### config.mk
export PLATFORM = sky130hd
export DESIGN_NAME = xclk_watch
export DESIGN_NICKNAME = d
export VERILOG_FILES = /design/src/rtl/xclk_watch.sv
export SDC_FILE = /design/constraint.sdc
export NUM_CORES = 1
export LEC_CHECK = 0
export BUFFER_PORTS_ARGS = -buffer_cell sky130_fd_sc_hd__buf_2
export CAP_MARGIN = 20
export CORE_MARGIN = 2
export CORE_UTILIZATION = 50
export CTS_CLUSTER_DIAMETER = 50
export DETAILED_ROUTE_END_ITERATION = 7
export PLACE_DENSITY = 0.69
export RECOVER_POWER = 100
export SLEW_MARGIN = 10
export SYNTH_ARGS = -nofsm -noshare
export SYNTH_HDL_FRONTEND = slang
export SYNTH_SLANG_ARGS = --single-unit
### constraint.sdc
create_clock -name clk -period 3.5 [get_ports clk]
set_input_delay 0.7 -clock clk [delete_from_list [all_inputs] [get_ports clk]]
set_output_delay 0.7 -clock clk [all_outputs]
set_load 0.01 [all_outputs]
### src/rtl/xclk_watch.sv
module xclk_watch #(
  parameter int WIN_CYCLES  = 1024,
  parameter int STOP_CYCLES = 64
) (
  input  logic       clk,
  input  logic       rst_n,
  input  logic       mon_edge,
  input  logic       bus_wr,
  input  logic [1:0] bus_addr,
  input  logic [9:0] bus_wdata,
  output logic [9:0] bus_rdata,
  output logic       stop_flag,
  output logic       freq_flag,
  output logic       irq
);
  localparam int BW     = 10;
  localparam logic [BW-1:0] CMAX = '1;
  localparam int WIN_W  = $clog2(WIN_CYCLES);
  localparam int STOP_W = $clog2(STOP_CYCLES + 1);
  localparam logic [1:0] A_CTL = 2'd0, A_STS = 2'd1, A_UP = 2'd2, A_LO = 2'd3;

  logic [3:0]        ctl;
  logic [BW-1:0]     upper, lower, edge_cnt, cnt_nx;
  logic [WIN_W-1:0]  win_cnt;
  logic [STOP_W-1:0] idle;
  logic              win_last, freq_set, stop_set, sts_wr;

  wire stop_en = ctl[0];
  wire stop_ie = ctl[1];
  wire freq_en = ctl[2];
  wire freq_ie = ctl[3];

  assign sts_wr   = bus_wr && bus_addr == A_STS;
  assign cnt_nx   = (mon_edge && edge_cnt != CMAX) ? edge_cnt + 1'b1 : edge_cnt;
  assign win_last = win_cnt == WIN_W'(WIN_CYCLES - 1);
  assign freq_set = freq_en && win_last && (cnt_nx > upper || cnt_nx < lower);
  assign stop_set = stop_en && !mon_edge && idle == STOP_W'(STOP_CYCLES - 1);
  assign irq      = (stop_flag && stop_ie) || (freq_flag && freq_ie);

  always_ff @(posedge clk or negedge rst_n) begin
    if (!rst_n) begin
      ctl   <= '0;
      upper <= CMAX;
      lower <= '0;
    end else if (bus_wr) begin
      case (bus_addr)
        A_CTL:   ctl   <= bus_wdata[3:0];
        A_UP:    upper <= bus_wdata;
        A_LO:    lower <= bus_wdata;
        default: ;
      endcase
    end
  end

  always_ff @(posedge clk or negedge rst_n) begin
    if (!rst_n) begin
      win_cnt  <= '0;
      edge_cnt <= '0;
    end else if (!freq_en || win_last) begin
      win_cnt  <= '0;
      edge_cnt <= '0;
    end else begin
      win_cnt  <= win_cnt + 1'b1;
      edge_cnt <= cnt_nx;
    end
  end

  always_ff @(posedge clk or negedge rst_n) begin
    if (!rst_n)                               idle <= '0;
    else if (!stop_en || mon_edge)            idle <= '0;
    else if (idle != STOP_W'(STOP_CYCLES))    idle <= idle + 1'b1;
  end

  always_ff @(posedge clk or negedge rst_n) begin
    if (!rst_n) begin
      stop_flag <= 1'b0;
      freq_flag <= 1'b0;
    end else begin
      stop_flag <= stop_set || (stop_flag && !(sts_wr && bus_wdata[0]));
      freq_flag <= freq_set || (freq_flag && !(sts_wr && bus_wdata[8]));
    end
  end

  always_comb begin
    case (bus_addr)
      A_CTL:   bus_rdata = {6'd0, ctl};
      A_STS:   bus_rdata = {1'b0, freq_flag, 7'd0, stop_flag};
      A_UP:    bus_rdata = upper;
      default: bus_rdata = lower;
    endcase
  end
endmodule

==> results.cfg, run 1 <==
[floorplan]
initial_core_util_pct = 51.7
dieArea_um2 = 6720
core.rowCount = 28
fp.dieW_um = 82.0
core_area_um2 = 5890
ioPinCount = 29
floorplan.die.height_um = 82.0

[synth]
syn-cell-area_um2 = 3040
synth-compound-area-share_pct = 9.01
synth_fa_ha_area_share_pct = 9.46
yosys.area.top_type = dfrtp_1
yosys_most_used_dff = dfrtp_1
yosysTopAreaCellShare_pct = 35.4
yosysMostFrequentCell = dfrtp_1
async_flop_share_pct = 100
synth.mux.area_fraction_pct = 10.3
ys_seq_area_share_pct = 44.0
avgSynthCellArea_um2 = 10.3
yosys-top-cells-area = dfrtp_1 35%, ha_1 9.5%, dfstp_2 8.6%, mux2_2 7.4%, xnor2_1 3.2%
synth-edff-count = 0
yosys.area_share.simple_pct = 17.0
synth_commonest_cells = 43 x dfrtp_1, 24 x inv_1, 23 x ha_1, 23 x nor2_1
yosysUniqueCellTypes = 44
synth_cells = 294
synth_seq_cells = 53
synth_top_family_by_area = simple AND/OR/NAND/NOR gates
synth_xor_area_share_pct = 6.38
ys_warn_count = 0
syn_nets = 333

[cells_and_area]
final_nets = 362
area_growth_syn_to_layout_pct = 9.01
finalInstanceArea_um2 = 3320
layout-drive-gt1-share_pct = 18.8
antenna_cells = 0
fin_util_pct = 56.3
instances_no_fill = 399

[timing]
max_slew.worst_pin.slew_ns = 1.23
max_freq_mhz = 342
rsz0062_at_grt = no
maxSlewViolCount = 0
worst_slack_ns = 0.575
timing.slew.headroom_pct = 17.9
finalCritPeriodShare_pct = 83.6
timing.final.setup_violations = 0
hold_viol = 0
period_needed_ns = 2.92
finalClockSkew_ns = 0.0140
tns_ns = 0

[power]
leakage_nw = 1.53
peakVddDrop_mv = 0.271
pwr-share-comb_pct = 21.0
power.share.clock_pct = 25.4
power.internal_uw = 973
power_density_nw_per_um2 = 426
p_seq_share_pct = 53.6
p_switching_uw = 441
switching_share_pct = 31.2

[placement]
gp_congestion = 0.861
port_buffers = 28
placedCellCount = 391
post-place-ws_ns = 0.567
post_dp_cell_area_um2 = 3260
dp_hpwl_um = 4540

[grt]
grt_pass1_vias = 2072
grt_pass1_wl_um = 10000
grt_start_max_net_pins = 32
grt_overflow = 0
met3_usage_pct = 3.52
grt_use_total_pct = 19.8
grt_use_met1_pct = 29.5
met2_usage_pct = 29.3
busiest_layer = met1
antenna_found_initial = 0

[drt]
routed_via_density = 5.37
drc_errors = 0
wl_um = 6030
firstDrtPassIters = 4
ant_nets = 0
drt_iter0_markers = 92
wl_per_cell_um = 15.1
vias = 2143

[critical_path]
crit_start = edge_cnt[0]
crit_type = flip-flop to flip-flop
worstPathArrival_ns = 3.13
cp.required_ns = 3.70
reg2reg_to = freq_flag
worst_setup_path_end_kind = flip-flop
critPathMaxFanout = 4
reg2reg_slack_ns = 0.58
r2r-start = edge_cnt[0]
rr_worst_depth = 11
start_kind = flip-flop
cp-endpoint = freq_flag

[clock_network]
cts_resized = 0
cts.clk_slew.worst_paths_ns = 0.11
numClockSinks = 53
hold_buffers = 0
cts_setup_buffers = 0
cts_root_buffer = clkbuf_8
htree_num_levels = 2
cts_buffer_depth = 2
cts_tree = built
cts_buffers = 5
clock_latency_ns = 0.32

[run]
maxCapViolations = 0

[min_path]
hp-class = flip-flop to flip-flop
holdPathStages = 2

[run_status]
status = completed
placed cells by master, fill, tap and decap left out, types with 2 or more instances in the layout:
master,instances
xor2_1,8
buf_2,12
nand3_1,13
or2_2,2
nor2b_1,13
inv_1,24
nand3b_1,3
nor3b_1,2
a22o_1,4
dfstp_2,10
nand4_1,8
mux2i_1,5
nand2_1,20
a211oi_1,3
xnor2_1,11
or3_1,2
nand2b_1,2
a21oi_1,6
and2_1,2
clkbuf_8,5
nor2_1,23
clkbuf_1,16
dfrtp_1,43
o21ai_0,16
ha_1,23
mux2_2,20
and3_1,6
flip-flops by register name, indices dropped and copies added (netlist names):
name,cells
edge_cnt,10
lower,10
upper,10
win_cnt,10
idle,7
ctl,4
freq_flag,1
stop_flag,1
critical path: stages, from the launching register on:
cell and delay, ns:
dfrtp_1 0.47, ha_1 0.23, nand2_1 0.09, o31a_2 0.41
nand3_1 0.12, xnor2_1 0.21, ha_1 0.32, a21oi_1 0.14
o21ai_0 0.11, a2111oi_0 0.43, o31a_1 0.21, o31ai_2 0.06
logic make-up after synthesis:
logic type / after synthesis
mux: 27
flops: 53
xor+xnor: 20
fa+ha+maj: 23
simple gates: 100
compound gates: 40
buf+inv: 31
cell type report:
cell class,count,area (um2)
multi-input cells,210,1580
well taps,75,93.8
fillers,521,2570
repair buffers,29,125
inverters,24,90.1
clock inverters,3,21.3
clock buffers,5,68.8
flip-flops and latches,53,1340
power groups by stage:
stage	combinational [mW]	sequential, mW	clock [mW]
floorplan	0.216	0.750	0
global placement	0.296	0.766	0
detailed placement	0.303	0.769	0
CTS	0.306	0.757	0.361
global route	0.338	0.766	0.386
finish	0.297	0.757	0.360
per-layer routing:
| metal | part of all wire (%) | vias to the layer above |
|---|---|---|
| met2 | 44 | 33 |
| met4 | 1.5 | 0 |
| met3 | 2.8 | 8 |
| met1 | 51 | 1029 |
| li1 | - | 1073 |
| met5 | 0 | - |
per-stage QoR:
stage	total power [mW]	hold slack, ns
floorplan	0.966	0.404
global placement	1.06	0.469
detailed placement	1.07	0.476
CTS	1.42	0.358
global route	1.49	0.515
finish	1.41	0.498
how the worst min path moves through the flow:
stage	startpoint	to	slack [ns]
after detailed placement	upper[8]	upper[8]	0.48
after CTS	rst_n	edge_cnt[3]	0.36
after global placement	upper[8]	upper[8]	0.47
final	upper[8]	upper[8]	0.50
after floorplan	rst_n	ctl[0]	0.40
after global routing	upper[8]	upper[8]	0.52
Power figures use the tool's default switching activity.
==> run 2, diff against run 1 <==
==> constraint.sdc (replaced) <==
create_clock -name clk -period 2.8 [get_ports clk]
set_input_delay 0.56 -clock clk [delete_from_list [all_inputs] [get_ports clk]]
set_output_delay 0.56 -clock clk [all_outputs]
set_load 0.01 [all_outputs]
==> results.cfg, run 2 (synthesis results as in run 1) <==
[placement]
post-place-ws_ns = 0.0151
port_buffers = 28
dp_hpwl_um = 4590
gp_congestion = 0.874

[timing]
period_needed_ns = 2.59
tns_ns = 0
worst_slack_ns = 0.206
hold_viol = 0
finalCritPeriodShare_pct = 92.6
finalClockSkew_ns = 0.00776
maxSlewViolCount = 0
max_slew.worst_pin.slew_ns = 1.03
timing.final.setup_violations = 0
max_freq_mhz = 386
rsz0062_at_grt = no
timing.slew.headroom_pct = 31.3

[drt]
vias = 2185
wl_um = 6040
routed_via_density = 5.40
wl_per_cell_um = 14.9
firstDrtPassIters = 4
drc_errors = 0
ant_nets = 0
drt_iter0_markers = 97

[grt]
antenna_found_initial = 0
grt_start_max_net_pins = 21
grt_pass1_vias = 2125
grt_pass1_wl_um = 9880
grt_use_total_pct = 19.5
grt_overflow = 0

[clock_network]
htree_num_levels = 2
clock_latency_ns = 0.30
cts_tree = built
hold_buffers = 0
cts_root_buffer = clkbuf_8
numClockSinks = 53
cts.clk_slew.worst_paths_ns = 0.10
cts_buffer_depth = 2
cts_buffers = 5

[cells_and_area]
final_nets = 368
final_common_cell = dfrtp_1
area_growth_syn_to_layout_pct = 11.7
antenna_cells = 0
most-common-layout-cells = 42 x dfrtp_1, 24 x inv_1, 23 x ha_1, 22 x nor2_1, 20 x mux2_2
layout-drive-gt1-share_pct = 21.8

[critical_path]
r2r-start = edge_cnt[0]
crit_start = bus_addr[0]
crit_type = input pin to output pin
cp.required_ns = 2.24
worstPathArrival_ns = 2.03
critPathMaxFanout = 20
reg2reg_slack_ns = 0.22
start_kind = input pin
worst_setup_path_end_kind = output pin

[floorplan]
dieArea_um2 = 6720
fp.dieW_um = 82.0
ioPinCount = 29
initial_core_util_pct = 51.7
core.rowCount = 28
core_area_um2 = 5890
floorplan.die.height_um = 82.0

[run_status]
status = completed

[power]
leakage_nw = 1.58
peakVddDrop_mv = 0.391
power_density_nw_per_um2 = 522

[min_path]
hp-class = input pin to async pin

[run]
maxCapViolations = 0
[run 2: power breakdown]
part	internal (mW)	switching (mW)	leakage, nW
Combinational	0.176	0.213	0.863
Clock	0.178	0.265	0.0481
Sequential	0.870	0.0704	0.671
[run 2: path summary, 6_finish.rpt]
check / endpoint / cells past startpoint
max: bus_rdata[0] / 3
min: idle[5] / 1
max reg2reg: freq_flag / 11
min reg2reg: upper[8] / 2
max in group asynchronous: edge_cnt[0] / 2
min in group clk: upper[8] / 2
[run 2: final cells by class]
type | count | area, um2
clock inverters | 3 | 22.5
repair buffers | 35 | 159
clock buffers | 5 | 68.8
inverters | 24 | 90.1
flip-flops and latches | 53 | 1340
well taps | 75 | 93.8
multi-input cells | 210 | 1620
fillers | 520 | 2490
[run 2: routing by layer]
layer	vias up	global-route usage [%]	share of wire (%)
li1	1083	-	-
met2	39	31.1	47
met4	0	5.00	1.2
met1	1055	27.6	49
met5	-	0	0
met3	8	3.30	3.3
[run 2: critical path: stages]
cell      delay [ns]
clkbuf_1        0.70
mux4_2          0.62
clkbuf_1        0.14
[run 2: per-stage QoR]
step | cell area [um2] | power [mW] | cells | utilization [%] | hold slack, ns
final | 3400 | 1.77 | 405 | 57.7 | 0.360
after global routing | 3400 | 1.87 | 405 | 57.7 | 0.444
after CTS | 3380 | 1.78 | 404 | 57.5 | 0.172
after detailed placement | 3290 | 1.34 | 396 | 56.0 | 0.476
after global placement | 3290 | 1.33 | 396 | 56.0 | 0.469
after floorplan | 3040 | 1.21 | 294 | - | 0.264
[run 2: timing repair]
action | 4_1_cts | 5_1_grt
setup endpoints to repair | 0 | 1
gates resized for setup | 0 | 9
buffers inserted | 0 | 1
==> run 3, diff against run 2 <==
==> constraint.sdc (replaced) <==
create_clock -name clk -period 2.6 [get_ports clk]
set_input_delay 0.52 -clock clk [delete_from_list [all_inputs] [get_ports clk]]
set_output_delay 0.52 -clock clk [all_outputs]
set_load 0.01 [all_outputs]
==> results.cfg, run 3 (synthesis results as in run 1) <==
[run_status]
status = completed

[grt]
grt_use_total_pct = 20.4
antenna_found_initial = 0
grt_overflow = 0
grt_pass1_wl_um = 10400
grt_pass1_vias = 2246
grt_start_max_net_pins = 42

[clock_network]
numClockSinks = 53
hold_buffers = 0
cts_buffers = 5
htree_num_levels = 2
cts_buffer_depth = 2
cts_root_buffer = clkbuf_8
cts_tree = built
cts.clk_slew.worst_paths_ns = 0.10
clock_latency_ns = 0.30

[placement]
post_dp_cell_area_um2 = 3380
gp_congestion = 0.879
dp_hpwl_um = 4710
port_buffers = 28

[cells_and_area]
antenna_cells = 0
layout-drive-gt1-share_pct = 29.2
area_growth_syn_to_layout_pct = 19.2
fin_util_pct = 61.6
final_common_cell = dfrtp_1
final_nets = 384
finalInstanceArea_um2 = 3630
fillCellCount = 493
most-common-layout-cells = 42 x dfrtp_1, 24 x inv_1, 21 x nor2_1, 20 x mux2_2, 20 x ha_1

[critical_path]
start_kind = input pin
worst_path_largest_cell_delay_ns = 0.71
cp.required_ns = 2.08
critPathMaxFanout = 20
crit_type = input pin to output pin
crit_buf_inv = 2
worstPathArrival_ns = 2.00
crit_slowest_cell = clkbuf_1
worst_setup_path_end_kind = output pin
crit_family = buffers and inverters
path_cells = clkbuf_1 -> mux4_2 -> buf_2

[floorplan]
initial_core_util_pct = 51.7
fp.dieW_um = 82.0
ioPinCount = 29
core.rowCount = 28
core_area_um2 = 5890
dieArea_um2 = 6720
floorplan.die.height_um = 82.0

[drt]
ant_nets = 0
wl_um = 6440
routed_via_density = 5.37
drc_errors = 0
drt_iter0_markers = 125
firstDrtPassIters = 4
vias = 2262
wl_per_cell_um = 15.3

[run]
maxCapViolations = 0

[timing]
timing.slew.headroom_pct = 34.7
max_freq_mhz = 397
finalCritPeriodShare_pct = 97.0
max_slew.worst_pin.slew_ns = 0.980
hold_viol = 0
maxSlewViolCount = 0
period_needed_ns = 2.52
timing.final.setup_violations = 0
finalClockSkew_ns = 0.00551
tns_ns = 0

[power]
leakage_nw = 1.71
power.share.clock_pct = 23.8
switching_share_pct = 30.6
pwr-share-comb_pct = 23.8
peakVddDrop_mv = 0.339
p_seq_share_pct = 52.4
power_density_nw_per_um2 = 536
power.internal_mw = 1.35
p_switching_uw = 594

[min_path]
hp-class = input pin to async pin
[run 3: cell types whose count changed in the layout (fill, tap and decap cells not counted), sizes merged]
cell    previous run  this run
buf               16        35
clkbuf            24        22
clkinv             3         1
inv               24        25
[run 3: final timing paths]
path	startpoint	end	slack (ns)	cells past startpoint
max	bus_addr[0]	bus_rdata[0]	0.08	3
min	rst_n	lower[5]	0.33	1
max reg2reg	edge_cnt[1]	freq_flag	0.08	12
min reg2reg	upper[8]	upper[8]	0.50	2
max in group asynchronous	rst_n	win_cnt[2]	1.32	2
min in group clk	bus_wdata[9]	lower[9]	0.46	2
[run 3: cell type report]
type | count | area (um2) | share of cell area [%]
Clock inverter | 2 | 13.8 | 0.380
Inverter | 24 | 90.1 | 2.48
Timing Repair Buffer | 51 | 289 | 7.97
Clock buffer | 6 | 72.6 | 2.00
Tap cell | 75 | 93.8 | 2.59
Multi-Input combinational cell | 210 | 1730 | 47.6
Sequential cell | 53 | 1340 | 37.0
[run 3: timing repair]
item,4_1_cts,5_1_grt
setup endpoints to repair,1,1
setup buffers,0,5
hold endpoints to repair,0,0
gates resized for setup,4,23
pin swaps,4,11
[run 3: metal layers]
layer / routed length, um / track usage (%) / up-vias / part of all wire, %
li1: - / - / 1111 / -
met1: 3070 / 29.7 / 1105 / 48
met2: 3110 / 32.2 / 39 / 48
met3: 181 / 2.97 / 7 / 2.8
met4: 85 / 4.83 / 0 / 1.3
met5: 0 / 0 / - / 0
[run 3: power by group through the flow]
stage          logic [mW]  clock network [mW]  registers [mW]
2_1_floorplan       0.291                   0            1.01
3_3_place_gp        0.422                   0            1.02
3_5_place_dp        0.432                   0            1.03
4_1_cts             0.437               0.472            1.01
5_1_grt             0.518               0.502            1.03
6_report            0.462               0.463            1.02
[run 3: metrics by stage]
| stage | power [mW] | hold slack (ns) | std cells | setup WS (ns) |
|---|---|---|---|---|
| after floorplan | 1.30 | 0.224 | 294 | 0.0327 |
| after global placement | 1.45 | 0.470 | 408 | -0.0372 |
| after detailed placement | 1.46 | 0.482 | 408 | -0.142 |
| after CTS | 1.92 | 0.363 | 416 | 0.00135 |
| after global routing | 2.05 | 0.402 | 421 | -0.0333 |
| final | 1.94 | 0.330 | 421 | 0.0787 |
